==> config.mk <==
export PLATFORM = sky130hd
export DESIGN_NAME = mm_alu_seq
export DESIGN_NICKNAME = d
export VERILOG_FILES = /design/src/rtl/mm_alu_pkg.sv /design/src/rtl/mm_decode.sv /design/src/rtl/mm_alu.sv /design/src/rtl/mm_seq.sv /design/src/rtl/mm_alu_seq.sv
export SDC_FILE = /design/constraint.sdc
export NUM_CORES = 1
export LEC_CHECK = 0
export ABC_AREA = 1
export CORE_MARGIN = 3
export CORE_UTILIZATION = 47
export DETAILED_ROUTE_END_ITERATION = 7
export GPL_TIMING_DRIVEN = 0
export HOLD_SLACK_MARGIN = 0.1
export PLACE_DENSITY = 0.74
export RECOVER_POWER = 100
export SETUP_SLACK_MARGIN = 0.2
export SYNTH_ARGS = -nofsm -noshare
export SYNTH_HDL_FRONTEND = slang
export SYNTH_SLANG_ARGS = --single-unit
==> constraint.sdc <==
create_clock -name clk_i -period 2.5 [get_ports clk_i]
set_input_delay 0.5 -clock clk_i [delete_from_list [all_inputs] [get_ports clk_i]]
set_output_delay 0.5 -clock clk_i [all_outputs]
set_load 0.05 [all_outputs]
==> src/rtl/mm_alu_pkg.sv <==
package mm_alu_pkg;
  localparam int FLAG_W = 5;
  localparam int OP_W   = 8;

  typedef enum logic [2:0] {
    ALU_OR  = 3'd0,
    ALU_AND = 3'd1,
    ALU_EOR = 3'd2,
    ALU_CMP = 3'd3,
    ALU_ADC = 3'd4,
    ALU_SBC = 3'd5
  } alu_op_e;

  typedef enum logic [1:0] {
    FORM_XY  = 2'd0,
    FORM_DD  = 2'd1,
    FORM_IMM = 2'd2
  } form_e;

  typedef enum logic [1:0] {
    BUS_IDLE  = 2'd0,
    BUS_PC_RD = 2'd1,
    BUS_DP_RD = 2'd2,
    BUS_DP_WR = 2'd3
  } bus_kind_e;

  typedef enum logic [2:0] {
    ST_IDLE,
    ST_IO,
    ST_PC_SRC,
    ST_RD_SRC,
    ST_PC_IMM,
    ST_PC_DST,
    ST_RD_DST,
    ST_FINAL
  } seq_st_e;

  typedef struct packed {
    logic n;
    logic v;
    logic h;
    logic z;
    logic c;
  } flags_t;
endpackage

==> src/rtl/mm_decode.sv <==
module mm_decode
  import mm_alu_pkg::*;
(
  input  logic [OP_W-1:0] op_i,
  output logic            valid_o,
  output form_e           form_o,
  output alu_op_e         alu_o
);
  logic [2:0] alu_code;
  logic [3:0] lo_nib;

  assign alu_code = op_i[7:5];
  assign lo_nib   = op_i[3:0];
  assign alu_o    = alu_op_e'(alu_code);

  always_comb begin
    valid_o = 1'b0;
    form_o  = FORM_XY;
    if (alu_code <= 3'd5) begin
      if (lo_nib == 4'h9) begin
        valid_o = 1'b1;
        form_o  = op_i[4] ? FORM_XY : FORM_DD;
      end else if (lo_nib == 4'h8 && op_i[4]) begin
        valid_o = 1'b1;
        form_o  = FORM_IMM;
      end
    end
  end
endmodule

==> src/rtl/mm_alu.sv <==
module mm_alu
  import mm_alu_pkg::*;
#(
  parameter int DATA_W = 8
) (
  input  alu_op_e           op_i,
  input  logic [DATA_W-1:0] dst_i,
  input  logic [DATA_W-1:0] src_i,
  input  logic              carry_i,
  output logic [DATA_W-1:0] res_o,
  output flags_t            flags_o,
  output flags_t            mask_o
);
  localparam int HALF_W = DATA_W / 2;

  logic [DATA_W-1:0] rhs;
  logic              cin;
  logic [DATA_W:0]   sum;
  logic [HALF_W:0]   hsum;

  always_comb begin
    rhs  = (op_i == ALU_ADC) ? src_i : ~src_i;
    cin  = (op_i == ALU_CMP) ? 1'b1 : carry_i;
    sum  = {1'b0, dst_i} + {1'b0, rhs} + {{DATA_W{1'b0}}, cin};
    hsum = {1'b0, dst_i[HALF_W-1:0]} + {1'b0, rhs[HALF_W-1:0]} + {{HALF_W{1'b0}}, cin};
  end

  always_comb begin
    res_o  = dst_i;
    mask_o = '0;
    unique case (op_i)
      ALU_OR:  begin res_o = dst_i | src_i; mask_o = 5'b10010; end
      ALU_AND: begin res_o = dst_i & src_i; mask_o = 5'b10010; end
      ALU_EOR: begin res_o = dst_i ^ src_i; mask_o = 5'b10010; end
      ALU_CMP: begin res_o = sum[DATA_W-1:0]; mask_o = 5'b10011; end
      ALU_ADC, ALU_SBC: begin res_o = sum[DATA_W-1:0]; mask_o = 5'b11111; end
      default: begin res_o = dst_i; mask_o = '0; end
    endcase
  end

  always_comb begin
    flags_o.n = res_o[DATA_W-1] & mask_o.n;
    flags_o.v = (~(dst_i[DATA_W-1] ^ rhs[DATA_W-1]) & (dst_i[DATA_W-1] ^ sum[DATA_W-1])) & mask_o.v;
    flags_o.h = hsum[HALF_W] & mask_o.h;
    flags_o.z = (res_o == '0) & mask_o.z;
    flags_o.c = sum[DATA_W] & mask_o.c;
  end
endmodule

==> src/rtl/mm_seq.sv <==
module mm_seq
  import mm_alu_pkg::*;
#(
  parameter int DATA_W = 8
) (
  input  logic              clk_i,
  input  logic              rst_ni,
  input  logic              start_i,
  input  form_e             form_i,
  input  alu_op_e           alu_i,
  input  logic [DATA_W-1:0] x_i,
  input  logic [DATA_W-1:0] y_i,
  input  logic [DATA_W-1:0] rdata_i,
  input  logic [DATA_W-1:0] res_i,
  input  flags_t            flags_i,
  input  flags_t            mask_i,
  output alu_op_e           alu_o,
  output logic [DATA_W-1:0] src_o,
  output bus_kind_e         kind_o,
  output logic [DATA_W-1:0] addr_o,
  output logic [DATA_W-1:0] wdata_o,
  output logic              busy_o,
  output logic              done_o,
  output flags_t            flags_o,
  output flags_t            mask_o
);
  seq_st_e           st_q;
  form_e             form_q;
  alu_op_e           alu_q;
  logic [DATA_W-1:0] src_addr_q;
  logic [DATA_W-1:0] dst_addr_q;
  logic [DATA_W-1:0] src_q;
  logic [DATA_W-1:0] res_q;
  flags_t            flags_q;
  flags_t            mask_q;

  always_ff @(posedge clk_i or negedge rst_ni) begin
    if (!rst_ni) begin
      st_q       <= ST_IDLE;
      form_q     <= FORM_XY;
      alu_q      <= ALU_OR;
      src_addr_q <= '0;
      dst_addr_q <= '0;
      src_q      <= '0;
      res_q      <= '0;
      flags_q    <= '0;
      mask_q     <= '0;
    end else begin
      unique case (st_q)
        ST_IDLE: if (start_i) begin
          form_q     <= form_i;
          alu_q      <= alu_i;
          src_addr_q <= y_i;
          dst_addr_q <= x_i;
          unique case (form_i)
            FORM_XY:  st_q <= ST_IO;
            FORM_DD:  st_q <= ST_PC_SRC;
            default:  st_q <= ST_PC_IMM;
          endcase
        end
        ST_IO: st_q <= ST_RD_SRC;
        ST_PC_SRC: begin
          src_addr_q <= rdata_i;
          st_q       <= ST_RD_SRC;
        end
        ST_RD_SRC: begin
          src_q <= rdata_i;
          st_q  <= (form_q == FORM_XY) ? ST_RD_DST : ST_PC_DST;
        end
        ST_PC_IMM: begin
          src_q <= rdata_i;
          st_q  <= ST_PC_DST;
        end
        ST_PC_DST: begin
          dst_addr_q <= rdata_i;
          st_q       <= ST_RD_DST;
        end
        ST_RD_DST: begin
          res_q   <= res_i;
          flags_q <= flags_i;
          mask_q  <= mask_i;
          st_q    <= ST_FINAL;
        end
        default: st_q <= ST_IDLE;
      endcase
    end
  end

  always_comb begin
    kind_o = BUS_IDLE;
    addr_o = '0;
    unique case (st_q)
      ST_PC_SRC, ST_PC_IMM, ST_PC_DST: kind_o = BUS_PC_RD;
      ST_RD_SRC: begin kind_o = BUS_DP_RD; addr_o = src_addr_q; end
      ST_RD_DST: begin kind_o = BUS_DP_RD; addr_o = dst_addr_q; end
      ST_FINAL: if (alu_q != ALU_CMP) begin
        kind_o = BUS_DP_WR;
        addr_o = dst_addr_q;
      end
      default: ;
    endcase
  end

  assign wdata_o = (kind_o == BUS_DP_WR) ? res_q : '0;
  assign busy_o  = (st_q != ST_IDLE);
  assign done_o  = (st_q == ST_FINAL);
  assign alu_o   = alu_q;
  assign src_o   = src_q;
  assign flags_o = flags_q;
  assign mask_o  = mask_q;
endmodule

==> src/rtl/mm_alu_seq.sv <==
module mm_alu_seq
  import mm_alu_pkg::*;
#(
  parameter int DATA_W = 8
) (
  input  logic              clk_i,
  input  logic              rst_ni,
  input  logic              op_valid_i,
  input  logic [7:0]        op_i,
  input  logic [DATA_W-1:0] x_i,
  input  logic [DATA_W-1:0] y_i,
  input  logic              carry_i,
  output logic [1:0]        bus_kind_o,
  output logic [DATA_W-1:0] bus_addr_o,
  output logic [DATA_W-1:0] bus_wdata_o,
  input  logic [DATA_W-1:0] bus_rdata_i,
  output logic              busy_o,
  output logic              done_o,
  output logic [4:0]        flags_o,
  output logic [4:0]        flag_mask_o
);
  logic              dec_valid;
  form_e             dec_form;
  alu_op_e           dec_alu;
  alu_op_e           cur_alu;
  logic [DATA_W-1:0] src_val;
  logic [DATA_W-1:0] alu_res;
  flags_t            alu_flags;
  flags_t            alu_mask;
  flags_t            flags_q;
  flags_t            mask_q;
  bus_kind_e         kind;
  logic              start;

  assign start = op_valid_i & dec_valid & ~busy_o;

  mm_decode u_dec (
    .op_i   (op_i),
    .valid_o(dec_valid),
    .form_o (dec_form),
    .alu_o  (dec_alu)
  );

  mm_alu #(.DATA_W(DATA_W)) u_alu (
    .op_i   (cur_alu),
    .dst_i  (bus_rdata_i),
    .src_i  (src_val),
    .carry_i(carry_i),
    .res_o  (alu_res),
    .flags_o(alu_flags),
    .mask_o (alu_mask)
  );

  mm_seq #(.DATA_W(DATA_W)) u_seq (
    .clk_i  (clk_i),
    .rst_ni (rst_ni),
    .start_i(start),
    .form_i (dec_form),
    .alu_i  (dec_alu),
    .x_i    (x_i),
    .y_i    (y_i),
    .rdata_i(bus_rdata_i),
    .res_i  (alu_res),
    .flags_i(alu_flags),
    .mask_i (alu_mask),
    .alu_o  (cur_alu),
    .src_o  (src_val),
    .kind_o (kind),
    .addr_o (bus_addr_o),
    .wdata_o(bus_wdata_o),
    .busy_o (busy_o),
    .done_o (done_o),
    .flags_o(flags_q),
    .mask_o (mask_q)
  );

  assign bus_kind_o  = kind;
  assign flags_o     = flags_q;
  assign flag_mask_o = mask_q;
endmodule

==> out/results.tsv <==
metric	value	unit
wire_per_inst	14.87	um
area_delta_synth_final	40.11	%
fin_cells	662	
synth_area_per_cell	7.135	sq um
slew_viol_final	0	
syn_nets	531	
synthFlopType	dfrtp_1	
p_leak	2.312	nW
cts_tree	built	
setup_viol	1	
maxSlewHeadroom	0.3900	
htreeDepth	2	
yosysWarnings	0	
fin_setup_tns	-0.01269	ns
rr_endpoint	u_seq.flags_o[1]	
path_cells	buf_6, clkinv_4, nand3_4, xor2_2, fa_2, fa_2, nand2_2, nand2_4, nand3_2, nand3_1, nand3_1, nand2_1, a21oi_1, nand3_1, nand2_1	
vdd_drop_max	0.6638	mV
nFillCells	582	
path_max_fanout	3	
viasPerCell	5.219	
drt_iter0_markers	198	
cp_common_cell	nand3_1	
critPathCaptureType	flop	
grt_use_total	0.2407	
wirelength	9843	um
final_common_cell	nand2_1	
fin_crit	2.513	ns
fin_util	0.6840	
hold_viol	0	
crit_slowest_cell	dfrtp_1	
dp_hpwl	7112	um
p_per_area	1356	nW/um^2
synth_area	3353	sq um
clockBufferDepth	2	
nets	626	
numCtsBuffers	5	
cp.required	2.75	ns
fp.dieH	90.47	um
regToRegSetupSlack	-0.01	ns
synth-seq-cells	48	
clock_skew	0.004911	ns
clk_pin_slew_worst_paths	0.10	ns
period_share	1.005	
portBuffers	65	
criticalPathCategory	reg -> reg	
start_util	0.4882	
ys_seq_area_frac	0.3582	
max_cap_violations	0	
overflow	0	
hold_class	reg -> reg	
critPathMaxStageDelay	0.39	ns
ff2ff_path_depth	15	
async_flop_share	1.000	
rsz0062_at_grt	yes	
grt_pass1_wl	16200	um
synth_edf_count	0	
max_freq	0.3980	GHz
antenna_found_initial	0	
die_w	90.47	um
ant_nets	0	
synthDistinctLibCells	32	
cts_root_buffer	clkbuf_8	
tightestPinTransition	0.9151	ns
failed_checks	setup timing	
grt_pass1_vias	3385	
regToRegStartpoint	u_seq.alu_o[1]	
core_area	6869	sq um
fin_ws	-0.01269	ns
gp_congestion	0.9210	
p_total	0.006373	W
crit_path_start	u_seq.alu_o[1]	
drive_gt1_frac	0.2261	
antenna-diode-count	0	
drtPass1Iterations	5	
insertion_delay	0.31	ns
outcome	complete, but fails checks	
core.rowCount	30	
crit_end	u_seq.flags_o[1]	
route.detailed.drc	0	
grt_max_degree	37	
cts.sink_count	48	
hold_ws	0.4956	ns
dr_total_vias	3455	
worst-endpoint-arrival	2.77	ns
placed_cells	632	
final_cell_mix	nand2_1, inv_1, dfrtp_1, clkdlybuf4s50_1, o21ai_0	
pin_count	66	
startpoint_type	flop	
die_area	8184	sq um
postSynthCellCount	470	
==> sequential cells by signal, summed over array words and instances (netlist names), 3 cells and up <==
| name | cells |
|---|---|
| u_seq.dst_addr_q | 8 |
| u_seq.flags_o | 5 |
| u_seq.mask_o | 3 |
| u_seq.alu_o | 3 |
| u_seq.res_q | 8 |
| u_seq.src_o | 8 |
| u_seq.st_q | 3 |
| u_seq.src_addr_q | 8 |
==> area by class of cell <==
cell class              count  area, sq um  share of cell area
multi-input cells         337         2057              0.4378
flip-flops and latches     48         1204              0.2562
repair buffers             88        835.8              0.1779
inverters                  73        286.5             0.06099
well taps                  96        120.1             0.02557
plain buffers              12        80.08             0.01704
clock buffers               5        68.82             0.01465
clock inverters             3        46.29            0.009854
==> worst min-delay path by stage <==
stage / startpoint / end / slack [ns] / cells past startpoint
after global placement: u_seq.res_q[3] / u_seq.res_q[3] / 0.47 / 2
after global routing: u_seq.flags_o[0] / u_seq.flags_o[0] / 0.52 / 2
after CTS: u_seq.flags_o[0] / u_seq.flags_o[0] / 0.50 / 2
after floorplan: rst_ni / u_seq.alu_o[0] / 0.20 / 0
after detailed placement: rst_ni / u_seq.dst_addr_q[2] / 0.42 / 1
final: u_seq.flags_o[0] / u_seq.flags_o[0] / 0.50 / 2
==> metal layers <==
| layer | global-route usage | routed length (um) | vias to the layer above |
|---|---|---|---|
| met1 | 0.3109 | 4311 | 1635 |
| met5 | 0 | 0 | - |
| met3 | 0.03417 | 434 | 14 |
| met4 | 0.06760 | 116 | 0 |
| li1 | - | - | 1687 |
| met2 | 0.4188 | 4981 | 119 |
==> critical path: cells and delay by family, from the launching register on <==
family | cells | cell delay, ns
DFF | 1 | 0.39
xor gates and xnor gates | 1 | 0.15
buffers and inverters | 2 | 0.18
adders and majority gates | 2 | 0.74
AOI/OAI and AO/OA | 1 | 0.16
and+or+nand+nor | 9 | 0.83
==> logic make-up (layout without fill, tap and decap cells) <==
kind of cell | count (synthesis) | after routing | share of synthesized area
XOR/XNOR | 9 | 9 | 0.02351
buffers and inverters | 85 | 181 | 0.1026
adder cells (fa/ha/maj) | 25 | 25 | 0.09776
AO/OA/AOI/OAI | 86 | 86 | 0.1354
flip-flops | 48 | 48 | 0.3582
AND/OR/NAND/NOR | 216 | 216 | 0.2791
multiplexers | 1 | 1 | 0.003358
==> metrics by stage <==
stage,setup slack [ns],area [sq um]
after CTS,0.06099,4563
after floorplan,0.001929,3483
after global routing,-0.1813,4698
after global placement,-0.6924,4254
after detailed placement,-0.3288,4269
final,-0.01269,4698
==> synth_stat cells, types with 2 or more instances <==
cell type	n	area, sq um
a21oi_1	17	85.08
buf_2	2	10.01
buf_4	6	45.04
clkbuf_1	4	15.01
dfrtp_1	48	1201
fa_1	2	40.04
ha_1	23	287.8
inv_1	66	247.7
inv_2	6	22.52
nand2_1	133	499.2
nand2_2	4	25.02
nand3_1	27	135.1
nand3_2	2	20.02
nand3b_1	5	37.54
nand4_1	4	25.02
nor2_1	33	123.9
nor3_2	3	30.03
o21ai_0	41	205.2
o21ai_1	15	75.07
o22ai_1	9	56.30
xor2_1	9	78.83
==> power by group <==
group,switching (W),internal (W),leakage (nW)
Sequential,0.000211,0.00113,0.592
Clock,0.000297,0.000302,0.0548
Combinational,0.00280,0.00164,1.66
Total,0.00330,0.00307,2.31
==> timing repair <==
item | CTS | global route
resized for setup | 129 | 35
setup endpoints to repair | 31 | 28
hold buffers | 1 | 0
setup buffers | 16 | 5
hold endpoints to repair | 12 | 0
pin swaps | 14 | 2
Power figures use the tool's default switching activity.
